File: src/rtl/gpio_bank_pkg.sv
package gpio_bank_pkg;

  // Register byte offsets (software decodes these)
  localparam logic [7:0] OFF_DOUT   = 8'h00;
  localparam logic [7:0] OFF_DIN    = 8'h04;
  localparam logic [7:0] OFF_DIR    = 8'h08;
  localparam logic [7:0] OFF_SET    = 8'h10;
  localparam logic [7:0] OFF_CLR    = 8'h14;
  localparam logic [7:0] OFF_IEN    = 8'h20;
  localparam logic [7:0] OFF_RAW    = 8'h24;
  localparam logic [7:0] OFF_MSKD   = 8'h28;
  localparam logic [7:0] OFF_IMASK  = 8'h2C;
  localparam logic [7:0] OFF_ACK    = 8'h30;
  localparam logic [7:0] OFF_METH   = 8'h34;
  localparam logic [7:0] OFF_BOTH   = 8'h38;
  localparam logic [7:0] OFF_TYPE   = 8'h3C;

  // Trigger condition for one pin: meth=1 level, else edge.
  function automatic logic trig_hit(input logic meth, input logic both,
                                    input logic typ, input logic cur,
                                    input logic prev);
    logic hit;
    if (meth)      hit = typ ? ~cur : cur;
    else if (both) hit = cur ^ prev;
    else if (typ)  hit = prev & ~cur;
    else           hit = cur & ~prev;
    return hit;
  endfunction

  // Next raw status: level tracks live, edge is sticky until acknowledged.
  function automatic logic raw_next(input logic meth, input logic raw,
                                    input logic hit, input logic ack);
    return meth ? hit : ((raw & ~ack) | hit);
  endfunction

endpackage

File: src/rtl/gpio_in_sync.sv
module gpio_in_sync #(
  parameter int NPINS  = 32,
  parameter int STAGES = 2
) (
  input  logic             clk,
  input  logic             rst_n,
  input  logic [NPINS-1:0] d_in,
  output logic [NPINS-1:0] d_sync
);
  logic [NPINS-1:0] stg [STAGES];

  always_ff @(posedge clk) begin
    if (!rst_n) stg[0] <= '0;
    else        stg[0] <= d_in;
  end

  for (genvar s = 1; s < STAGES; s++) begin : g_stage
    always_ff @(posedge clk) begin
      if (!rst_n) stg[s] <= '0;
      else        stg[s] <= stg[s-1];
    end
  end

  assign d_sync = stg[STAGES-1];
endmodule

File: src/rtl/gpio_pin_trig.sv
module gpio_pin_trig
  import gpio_bank_pkg::*;
(
  input  logic clk,
  input  logic rst_n,
  input  logic cur,
  input  logic meth,
  input  logic both,
  input  logic typ,
  input  logic ack,
  output logic hit,
  output logic raw
);
  logic prev;

  assign hit = trig_hit(meth, both, typ, cur, prev);

  always_ff @(posedge clk) begin
    if (!rst_n) begin
      prev <= 1'b0;
      raw  <= 1'b0;
    end else begin
      prev <= cur;
      raw  <= raw_next(meth, raw, hit, ack);
    end
  end
endmodule

File: src/rtl/gpio_irq_bank.sv
module gpio_irq_bank
  import gpio_bank_pkg::*;
#(
  parameter int NPINS = 32,
  parameter int AW    = 8,
  parameter int DW    = 32
) (
  input  logic             clk,
  input  logic             rst_n,
  input  logic             bus_sel,
  input  logic             bus_wr,
  input  logic [AW-1:0]    bus_addr,
  input  logic [DW-1:0]    bus_wdata,
  output logic [DW-1:0]    bus_rdata,
  input  logic [NPINS-1:0] pad_in,
  output logic [NPINS-1:0] pad_oe,
  output logic [NPINS-1:0] pad_out,
  output logic             irq_out
);
  localparam logic [AW-1:0] WORD_MASK = ~AW'(3);

  logic [AW-1:0]    waddr;
  logic [NPINS-1:0] wd;
  logic             wr_en;
  logic wr_dout, wr_set, wr_clr, wr_dir, wr_ien, wr_mask;
  logic wr_ack, wr_meth, wr_both, wr_type;

  logic [NPINS-1:0] r_dout, r_dir, r_ien, r_imask, r_meth, r_both, r_type;
  logic [NPINS-1:0] sync_vec, hit_vec, raw_vec, ack_vec, msk_vec;

  assign waddr = bus_addr & WORD_MASK;
  assign wd    = bus_wdata[NPINS-1:0];
  assign wr_en = bus_sel & bus_wr;

  assign wr_dout = wr_en && (waddr == AW'(OFF_DOUT));
  assign wr_set  = wr_en && (waddr == AW'(OFF_SET));
  assign wr_clr  = wr_en && (waddr == AW'(OFF_CLR));
  assign wr_dir  = wr_en && (waddr == AW'(OFF_DIR));
  assign wr_ien  = wr_en && (waddr == AW'(OFF_IEN));
  assign wr_mask = wr_en && (waddr == AW'(OFF_IMASK));
  assign wr_ack  = wr_en && (waddr == AW'(OFF_ACK));
  assign wr_meth = wr_en && (waddr == AW'(OFF_METH));
  assign wr_both = wr_en && (waddr == AW'(OFF_BOTH));
  assign wr_type = wr_en && (waddr == AW'(OFF_TYPE));

  assign ack_vec = wr_ack ? wd : '0;

  // Control registers
  always_ff @(posedge clk) begin
    if (!rst_n) begin
      r_dout  <= '0;
      r_dir   <= '0;
      r_ien   <= '0;
      r_imask <= '0;
      r_meth  <= '0;
      r_both  <= '0;
      r_type  <= '0;
    end else begin
      if (wr_dout)     r_dout <= wd;
      else if (wr_set) r_dout <= r_dout | wd;
      else if (wr_clr) r_dout <= r_dout & ~wd;
      if (wr_dir)  r_dir   <= wd;
      if (wr_ien)  r_ien   <= wd;
      if (wr_mask) r_imask <= wd;
      if (wr_meth) r_meth  <= wd;
      if (wr_both) r_both  <= wd;
      if (wr_type) r_type  <= wd;
    end
  end

  gpio_in_sync #(.NPINS(NPINS), .STAGES(2)) u_sync (
    .clk    (clk),
    .rst_n  (rst_n),
    .d_in   (pad_in),
    .d_sync (sync_vec)
  );

  for (genvar i = 0; i < NPINS; i++) begin : g_pin
    gpio_pin_trig u_trig (
      .clk   (clk),
      .rst_n (rst_n),
      .cur   (sync_vec[i]),
      .meth  (r_meth[i]),
      .both  (r_both[i]),
      .typ   (r_type[i]),
      .ack   (ack_vec[i]),
      .hit   (hit_vec[i]),
      .raw   (raw_vec[i])
    );
  end

  assign msk_vec = raw_vec & r_ien & ~r_imask;
  assign irq_out = |msk_vec;
  assign pad_oe  = r_dir;
  assign pad_out = r_dout;

  // Read mux; write-only and undefined offsets read zero
  always_comb begin
    bus_rdata = '0;
    unique case (waddr)
      AW'(OFF_DOUT):  bus_rdata[NPINS-1:0] = r_dout;
      AW'(OFF_DIN):   bus_rdata[NPINS-1:0] = sync_vec;
      AW'(OFF_DIR):   bus_rdata[NPINS-1:0] = r_dir;
      AW'(OFF_IEN):   bus_rdata[NPINS-1:0] = r_ien;
      AW'(OFF_RAW):   bus_rdata[NPINS-1:0] = raw_vec;
      AW'(OFF_MSKD):  bus_rdata[NPINS-1:0] = msk_vec;
      AW'(OFF_IMASK): bus_rdata[NPINS-1:0] = r_imask;
      AW'(OFF_METH):  bus_rdata[NPINS-1:0] = r_meth;
      AW'(OFF_BOTH):  bus_rdata[NPINS-1:0] = r_both;
      AW'(OFF_TYPE):  bus_rdata[NPINS-1:0] = r_type;
      default:        bus_rdata = '0;
    endcase
  end
endmodule

File: config.mk
export PLATFORM = sky130hd
export DESIGN_NAME = gpio_irq_bank
export DESIGN_NICKNAME = d
export VERILOG_FILES = /design/src/rtl/gpio_bank_pkg.sv /design/src/rtl/gpio_in_sync.sv /design/src/rtl/gpio_pin_trig.sv /design/src/rtl/gpio_irq_bank.sv
export SDC_FILE = /design/constraint.sdc
export NUM_CORES = 1
export LEC_CHECK = 0
export ABC_AREA = 1
export BUFFER_PORTS_ARGS = -buffer_cell sky130_fd_sc_hd__buf_4
export CAP_MARGIN = 25
export CORE_ASPECT_RATIO = 2
export CORE_MARGIN = 10
export CORE_UTILIZATION = 51
export CTS_CLUSTER_SIZE = 20
export DETAILED_ROUTE_END_ITERATION = 10
export MAX_ROUTING_LAYER = met4
export PLACE_DENSITY = 0.79
export RECOVER_POWER = 25
export SLEW_MARGIN = 40
export SYNTH_ARGS = -nofsm -noshare
export SYNTH_HDL_FRONTEND = slang
export SYNTH_HIERARCHICAL = 1
export SYNTH_SLANG_ARGS = --single-unit
File: constraint.sdc
create_clock -name clk -period 2 [get_ports clk]
set_input_delay 0.1 -clock clk [delete_from_list [all_inputs] [get_ports clk]]
set_output_delay 0.1 -clock clk [all_outputs]
set_load 0.005 [all_outputs]
==> flow_summary.yaml <==
synthesis:
  syn_inst: 2670
  syn-num-nets: 2810
  yosysWarnings: 6
  syn_avg_cell_area_um2: 6.80
  synth_area_um2: 18200
sta:
  fin_setup_tns_ps: 0
  slew_headroom: 0.121
  slew_violations: 0
  max_slew.worst_pin.slew_ps: 1320
  setup_viol: 0
  fmax_ghz: 0.515
  hold_viol_final: 0
  period_minus_slack_ps: 1940
  fin_skew_ps: 8.82
  fin_crit_sh: 0.971
  whs_ps: 231
  final.setup.worst_slack_ps: 57.5
grt:
  groute.layer.met2.usage: 0.449
  antenna_found_initial: 1
  grt_pass1_wl_um: 94900
  grt_use_total: 0.271
  grt.met1_usage: 0.279
  grt_start_max_net_pins: 119
  grt_overflow: 0
  busiest_layer: "met2"
  grt_util_met3: 0.0424
  grt_pass1_vias: 18500
place:
  dp_slack_ps: 177
  place_hpwl_um: 40600
  io_buffers: 170
  gp_congestion: 0.936
power_and_ir_drop:
  p_per_area_nw_per_um2: 697
  p_leak_nw: 10.6
  vdd.ir_drop.worst_v: 0.000683
final_layout:
  fin_util: 0.633
  final_nets: 3024
  fillers: 3097
  area_growth_pct: 22.3
  layout-drive-gt1-share: 0.179
setup_path:
  worstPathRequired_ps: 1900
  end_kind: "output port"
  path_max_fanout: 2
  critPathBufInv: 2
  crit_type: "reg -> out"
  cp_data_arrival_time_ps: 1840
  crit_family: "simple AND/OR/NAND/NOR gates"
  cp-start-kind: "flip-flop"
  worstPathCellList: "inv_1 -> nand3_2 -> nand2_2 -> nor2_2 -> nand4_1 -> nor2_1 -> nand2_1 -> buf_6"
  critPathMaxStageDelay_ps: 340
  cp_slowest_cell: "dfxtp_1"
die:
  dieArea_um2: 44000
  io_pins: 173
  dieHeight_um: 287
  core_area_um2: 35100
  dieWidth_um: 153
  rows: 97
  start_util: 0.518
route:
  postRouteAntennaNets: 0
  wl_per_cell_um: 18.0
  drtIter0Drc: 1530
  drc: 0
  vias: 18600
  dr.pass1.iters: 6
  viasPerCell: 5.53
  routed_wl_um: 60400
flow_run:
  cap_violations: 0
clock_network:
  clk_pin_slew_ps: 70
  cts_tree: "built"
  cts_root_buffer: "clkbuf_16"
  htreeDepth: 2
  post_cts_buffers: 0
  cts_buffers: 34
  insertion_delay_ps: 530
  clockBufferDepth: 3
  cts.sinks: 352
run_status:
  outcome: "finished clean"
hold_path:
  hp-class: "in -> reg"
-- registers in the layout, summed over array words and instances, names as in the netlist, named ones only --
| name | flops |
|---|---|
| u_sync/stg | 64 |
| g_pin.u_trig/prev | 32 |
| g_pin.u_trig/raw | 32 |
| pad_oe | 32 |
| r_both | 32 |
| r_ien | 32 |
| r_imask | 32 |
| r_meth | 32 |
| r_type | 32 |
-- metal layers --
| metal | up-vias | share of wire |
|---|---|---|
| met1 | 8454 | 0.36 |
| met2 | 951 | 0.48 |
| li1 | 8806 | - |
| met5 | - | 0 |
| met3 | 348 | 0.073 |
| met4 | 0 | 0.087 |
-- cell type report --
type                    count  area (um^2)  share of cell area
multi-input cells        1795         9230               0.416
repair buffers            299         2610               0.118
flip-flops and latches    352         7050               0.318
diodes                      1         2.50            0.000113
inverters                 402         1510              0.0680
clock buffers              51         1050              0.0472
clock inverters            11          184             0.00829
well taps                 445          557              0.0251
-- worst reg2reg max path, stage by stage (launching register included) --
cell	delay, ps
dfxtp_1	450
inv_1	100
ha_1	310
a21oi_1	180
nand2_2	80
nand3_2	50
nand2_1	50
inv_1	100
-- cells in the final DEF, fill, tap and decap left out, types with 7 or more instances in the layout --
cell type        n
inv_2           38
nand3_2        103
inv_1          362
o21ai_0        130
dlygate4sd3_1   64
nand3b_1        32
a22oi_1         21
buf_4          212
clkbuf_16       37
nand2_1        744
nor2_1         166
clkbuf_1         9
nand3_1        175
ha_1            64
nand4_1         18
buf_12          17
dfxtp_1        349
nand2_2         66
clkbuf_8         7
a21oi_1        242
-- repair_timing --
item,CTS,global route
hold endpoints to repair,254,0
setup endpoints to repair,1,1
resized for setup,11,20
pin swaps,1,7
hold buffers,64,0
-- where the power goes --
part           total, mW  internal [mW]  switching, mW
combinational       1.08          0.422          0.660
sequential          7.25           7.14          0.109
clock               7.14           4.29           2.85
total               15.5           11.9           3.62
-- final timing paths --
path,start,end,slack [ps],cells past startpoint
setup reg to reg,u_sync/stg[1][30],g_pin[30].u_trig/raw,610,7
hold / removal,rst_n,r_meth[14],230,3
hold reg to reg,u_sync/stg[0][10],u_sync/stg[1][10],410,2
setup / recovery,r_imask[11],irq_out,60,8
-- stage by stage --
stage / cells / instance area, um^2 / power (mW)
floorplan: 2670 / 18200 / 7.92
global placement: 3231 / 20300 / 8.33
detailed placement: 3231 / 20300 / 8.37
CTS: 3356 / 22200 / 15.5
global route: 3356 / 22200 / 15.9
finish: 3356 / 22200 / 15.5
Power figures use the tool's default switching activity.
